--- src/rtl/pagebist_engine.sv ---
module pagebist_engine #(
  parameter int ADDR_W = 4,
  parameter int PAGE_W = 16,
  parameter int CNT_W  = 16
) (
  input  logic              clk,
  input  logic              rst_n,
  input  logic              start_i,
  input  logic              mode_halt_i,
  input  logic              resume_i,
  output logic              mem_en_o,
  output logic              mem_we_o,
  output logic [ADDR_W-1:0] mem_addr_o,
  output logic [PAGE_W-1:0] mem_wdata_o,
  input  logic [PAGE_W-1:0] mem_rdata_i,
  output logic              fail_flag_o,
  output logic [ADDR_W-1:0] fail_addr_o,
  output logic [PAGE_W-1:0] fail_mask_o,
  output logic [1:0]        fail_type_o,
  output logic [CNT_W-1:0]  fail_count_o,
  output logic [3:0]        status_o
);
  localparam logic [ADDR_W-1:0] LAST_PAGE = '1;
  localparam logic [PAGE_W-1:0] PAT_EVEN  = {(PAGE_W/2){2'b01}};

  typedef enum logic [2:0] {S_IDLE, S_WRITE, S_READ, S_CMP, S_HALT, S_DONE} st_t;

  st_t               st;
  logic [ADDR_W-1:0] addr_q;
  logic              mode_q;
  logic              found_q;
  logic [CNT_W-1:0]  cnt_q;
  logic [ADDR_W-1:0] faddr_q;
  logic [PAGE_W-1:0] fmask_q;
  logic [1:0]        ftype_q;

  logic [PAGE_W-1:0] expect_w;
  logic [PAGE_W-1:0] diff_w;
  logic              miss_w, multi_w, busy_w;

  assign expect_w = addr_q[0] ? ~PAT_EVEN : PAT_EVEN;
  assign diff_w   = mem_rdata_i ^ expect_w;
  assign miss_w   = |diff_w;
  assign multi_w  = |(diff_w & (diff_w - 1'b1));
  assign busy_w   = (st == S_WRITE) || (st == S_READ) || (st == S_CMP) || (st == S_HALT);

  assign mem_en_o     = (st == S_WRITE) || (st == S_READ);
  assign mem_we_o     = (st == S_WRITE);
  assign mem_addr_o   = addr_q;
  assign mem_wdata_o  = expect_w;
  assign fail_flag_o  = (st == S_HALT);
  assign fail_addr_o  = faddr_q;
  assign fail_mask_o  = fmask_q;
  assign fail_type_o  = ftype_q;
  assign fail_count_o = cnt_q;
  assign status_o     = {st == S_HALT, busy_w, st == S_DONE, found_q};

  always_ff @(posedge clk or negedge rst_n) begin
    if (!rst_n) begin
      st      <= S_IDLE;
      addr_q  <= '0;
      mode_q  <= 1'b0;
      found_q <= 1'b0;
      cnt_q   <= '0;
      faddr_q <= '0;
      fmask_q <= '0;
      ftype_q <= 2'd0;
    end else begin
      case (st)
        S_IDLE, S_DONE: begin
          if (start_i) begin
            st      <= S_WRITE;
            addr_q  <= '0;
            mode_q  <= mode_halt_i;
            found_q <= 1'b0;
            cnt_q   <= '0;
            faddr_q <= '0;
            fmask_q <= '0;
            ftype_q <= 2'd0;
          end
        end
        S_WRITE: begin
          if (addr_q == LAST_PAGE) begin
            addr_q <= '0;
            st     <= S_READ;
          end else begin
            addr_q <= addr_q + 1'b1;
          end
        end
        S_READ: st <= S_CMP;
        S_CMP: begin
          if (miss_w) begin
            found_q <= 1'b1;
            if (cnt_q != '1) cnt_q <= cnt_q + 1'b1;
            faddr_q <= addr_q;
            fmask_q <= diff_w;
            ftype_q <= multi_w ? 2'd1 : 2'd0;
          end
          if (miss_w && mode_q) begin
            st <= S_HALT;
          end else if (addr_q == LAST_PAGE) begin
            st <= S_DONE;
          end else begin
            addr_q <= addr_q + 1'b1;
            st     <= S_READ;
          end
        end
        S_HALT: begin
          if (resume_i) begin
            if (addr_q == LAST_PAGE) begin
              st <= S_DONE;
            end else begin
              addr_q <= addr_q + 1'b1;
              st     <= S_READ;
            end
          end
        end
        default: st <= S_IDLE;
      endcase
    end
  end
endmodule

--- config.mk ---
export PLATFORM = sky130hd
export DESIGN_NAME = pagebist_engine
export DESIGN_NICKNAME = d
export VERILOG_FILES = /design/src/rtl/pagebist_engine.sv
export SDC_FILE = /design/constraint.sdc
export NUM_CORES = 1
export LEC_CHECK = 0
export CORE_MARGIN = 3
export CORE_UTILIZATION = 40
export DETAILED_ROUTE_END_ITERATION = 10
export HOLD_SLACK_MARGIN = 0.12
export PLACE_DENSITY = 0.69
export SYNTH_ARGS = -nofsm -noshare
export SYNTH_HDL_FRONTEND = slang
export SYNTH_SLANG_ARGS = --single-unit
export TNS_END_PERCENT = 20
--- constraint.sdc ---
create_clock -name clk -period 3.9 [get_ports clk]
set_clock_uncertainty 0.15 [all_clocks]
set_input_delay 0.78 -clock clk [delete_from_list [all_inputs] [get_ports clk]]
set_output_delay 0.78 -clock clk [all_outputs]
set_load 0.02 [all_outputs]
==> Implementation_results.wiki <==
{| class="wikitable"
! Metric !! Value
|-
| Status || finished, final reports clean
|-
| Critical-path cell with the highest stage delay || sky130_fd_sc_hd__clkdlybuf4s50_1
|-
| Cell count after placement || 508
|-
| Met2 routed wirelength || 3893 um
|-
| Slew at the pin with the worst max-slew slack || approximately 1.0 ns
|-
| Class of the most critical setup path || reg2out
|-
| Max incr delay on CP || 0.75 ns
|-
| Launching element type of the critical path || flip-flop
|-
| Final TNS setup || 0 ns
|-
| Kind of cell adding the most delay to the critical path || buffers and inverters
|-
| Number of buffers on the longest clock path || 2
|-
| Top cell type by total area after synthesis || sky130_fd_sc_hd__dfrtp_1
|-
| Cells taking the most area after synthesis || sky130_fd_sc_hd__dfrtp_1 38%, sky130_fd_sc_hd__nand2_1 6.5%, sky130_fd_sc_hd__buf_4 4.7%
|-
| Total of cells resized after clock tree synthesis || 0
|-
| X dimension of the die || approximately 93 um
|-
| Mean post-synth cell area || 8.504 um2
|-
| Maximum fanout encountered on the critical timing path || 15
|-
| Port Buf Inserts || 84
|-
| DR WL met3 || 340 um
|-
| Global route overflow || 0
|-
| Uppermost signal routing layer after detailed routing || met4
|-
| Final clock period utilization by the worst path || 85.14%
|-
| Vias || 2707
|-
| Detailed-route wire length per cell || 14.92 um
|-
| Total of hold buffers inserted after clock tree synthesis || 0
|-
| Met1 wire length || between 3000 and 4000 um
|-
| Net count of the finished layout || 439
|-
| Dpl hpwl || roughly 5600 um
|-
| Leakage power figure || around 1.6 nW
|-
| Achievable Freq || 301.2 MHz
|-
| Total nets after synthesis || 382
|-
| Largest net degree at the start of global routing || 47
|-
| Warning count from the yosys run || 0
|-
| Per-cell via count in the routed design || around 5.2
|-
| Setup violation total in the final timing report || 0
|-
| Clock root buffer || sky130_fd_sc_hd__clkbuf_8
|-
| DRC marker count from the first detailed-route iteration || 100
|-
| Via count of the first global-routing pass || ~2600
|-
| Arr. time, crit path || 2.39 ns
|-
| Fin Hold WS || 0.3381 ns
|-
| Cell with the most instances after synthesis || sky130_fd_sc_hd__nand2_1
|-
| Sequential standard cell area || about 0.0012 mm2
|-
| Data required time of the worst path || 2.97 ns
|-
| Boundary pin count || 86
|-
| Critical Path Sink Type || output pin
|-
| Initial antenna violation count || 0
|-
| Post-synth top cells || 53 x sky130_fd_sc_hd__nand2_1, 46 x sky130_fd_sc_hd__dfrtp_1, 28 x sky130_fd_sc_hd__nor2_1, 23 x sky130_fd_sc_hd__o21ai_0, 19 x sky130_fd_sc_hd__buf_4
|-
| Die outline area || 0.008717 mm2
|-
| Worst skew pair latency || ~0.30 ns
|-
| Row Count || 31
|-
| H-tree level count || 2
|-
| Final Instance Count excl. Fillers || 516
|-
| Ratio of total power to cell area || 683.2 mW/mm2
|-
| Hold WC Path Type || reg2reg
|-
| Reported max-cap violation count || 0
|-
| Wire length of the first global-routing pass || 12830 um
|-
| Overall die height || 93.37 um
|-
| Register clock-pin slew on the reported worst setup and hold paths || 0.09 ns
|-
| Residual DRC || 0
|-
| Number of enable-type register cells in the synthesized netlist || 0
|-
| Area occupied by multi-input gates || 0.001622 mm2
|-
| Share of post-route cells with drive strength above 1 || 5.516%
|-
| Starting density of the core || about two fifths
|-
| Max transition margin || between 30% and 40%
|-
| CTS tree || yes
|-
| Drt pass-1 iters || 5
|-
| Ant. Diodes || 0
|-
| Placer congestion estimate || 0.9322
|-
| Worst vdd ir || 0.3760 mV
|-
| Total of fill cells in the finished design || 693
|-
| Top-area cell type share of the netlist area || 37.70%
|-
| Cell area after synthesis || 0.003053 mm2
|-
| Number of distinct library cells after synthesis || 63
|-
| Dominant synthesized flop cell || sky130_fd_sc_hd__dfrtp_1
|-
| Unrepaired setup endpoints after global routing || false
|-
| Number of hold violations in the final report || 0
|-
| Final count of pins violating max slew || 0
|-
| Post-synthesis async set-or-reset flop share || 100.0%
|-
| Number of sinks driven by the clock tree || 46
|-
| Post-layout min period || 3.321 ns
|-
| P&R area growth vs syn || 27.87%
|-
| Critical path cell sequence || nor3b_1 > clkdlybuf4s50_1
|-
| Gr usage total || about 18%
|-
| Final wirelength || approximately 7700 um
|-
| Detail Route Antenna Nets || 0
|-
| Cell count after synthesis || 359
|-
| Placeable core region || roughly 0.0073 mm2
|-
| Buffers & Inverters on Critical Path || 1
|-
| Synth Register Bits || 46
|-
| Fraction of the yosys area taken by sequential cells || 37.70%
|-
| Num CTS Buffers || 5
|-
| Postcts setup bufs || 0
|}
-- placed cells by master, fill, tap and decap left out, types with 4 or more instances in the layout --
cell type,instances
sky130_fd_sc_hd__a21oi_1,12
sky130_fd_sc_hd__clkbuf_8,6
sky130_fd_sc_hd__nor2_1,28
sky130_fd_sc_hd__nand4_1,6
sky130_fd_sc_hd__nor4_1,6
sky130_fd_sc_hd__nand2_1,53
sky130_fd_sc_hd__nor3_1,7
sky130_fd_sc_hd__xor2_1,6
sky130_fd_sc_hd__nand2b_1,17
sky130_fd_sc_hd__dfrtp_1,46
sky130_fd_sc_hd__nor2b_1,6
sky130_fd_sc_hd__nand3_1,9
sky130_fd_sc_hd__clkdlybuf4s50_1,83
sky130_fd_sc_hd__mux2i_1,7
sky130_fd_sc_hd__inv_1,9
sky130_fd_sc_hd__xnor2_1,14
sky130_fd_sc_hd__o21ai_1,7
sky130_fd_sc_hd__a31oi_1,4
sky130_fd_sc_hd__o21ai_0,23
-- worst register-to-register path: stages (launching register included) --
cell and delay [ns]:
sky130_fd_sc_hd__dfrtp_1 0.73, sky130_fd_sc_hd__buf_12 0.28, sky130_fd_sc_hd__nand2b_1 0.12, sky130_fd_sc_hd__o22ai_1 0.30, sky130_fd_sc_hd__o2111ai_1 0.29, sky130_fd_sc_hd__a21oi_4 0.22
sky130_fd_sc_hd__buf_4 0.29, sky130_fd_sc_hd__nand2_1 0.09, sky130_fd_sc_hd__o21ai_0 0.09
-- area by class of cell --
class	count	area share (%)
tap	99	3.173
clock buffer	7	2.212
clock inverter	1	0.2244
multi-input combinational	266	41.54
sequential	46	29.49
timing repair buffer	88	22.50
inverter	9	0.8654
-- state kept, by name (all words and copies together), names as in the netlist --
name	count
fail_addr_o	4
fail_type_o	1
mem_addr_o	4
mode_q	1
fail_mask_o	16
fail_count_o	16
found_q	1
st	3
-- kinds of logic after synthesis --
logic type,share of synthesized area [%]
buffers and inverters,9.180
and+or+nand+nor,25.82
adders and majority gates,0.8195
xor gates and xnor gates,5.738
other,0.1228
AOI/OAI and AO/OA,18.32
muxes,2.295
DFF,37.70
-- power by group --
group          switching [mW]  internal [mW]
Combinational           0.873          0.701
Clock                   0.170          0.147
Sequential              0.167          0.610
-- worst paths after layout --
check / to / cells past startpoint / slack [ns] / startpoint
setup / recovery: status_o[3] / 2 / 0.58 / st[2]$_DFFE_PN0P_
hold reg to reg: fail_mask_o[1]$_DFFE_PN0P_ / 2 / 0.34 / fail_mask_o[1]$_DFFE_PN0P_
hold / removal: fail_mask_o[1]$_DFFE_PN0P_ / 2 / 0.34 / fail_mask_o[1]$_DFFE_PN0P_
min in group asynchronous: fail_mask_o[6]$_DFFE_PN0P_ / 1 / 0.51 / rst_n
max in group asynchronous: fail_mask_o[9]$_DFFE_PN0P_ / 1 / 2.46 / rst_n
setup reg to reg: fail_mask_o[0]$_DFFE_PN0P_ / 8 / 1.25 / mem_addr_o[0]$_DFFE_PN0P_
-- metrics by stage --
stage / setup slack, ns / utilization [%] / power (mW) / cell area, um2
CTS: 0.6025 / 53.25 / 2.701 / 3904
global route: 0.3511 / 53.25 / 2.871 / 3904
finish: 0.5794 / 53.25 / 2.667 / 3904
detailed placement: 0.6068 / 51.95 / 2.375 / 3809
global placement: 0.6418 / 51.95 / 2.353 / 3809
floorplan: 1.312 / - / 1.863 / 3053
-- per-layer routing --
| metal | GRT usage (%) | vias up |
|---|---|---|
| li1 | - | 1353 |
| met1 | 23.99 | 1283 |
| met2 | 30.55 | 66 |
| met3 | 3.379 | 5 |
| met4 | 4.762 | 0 |
| met5 | 0 | - |
(Power assumes the default switching activity.)
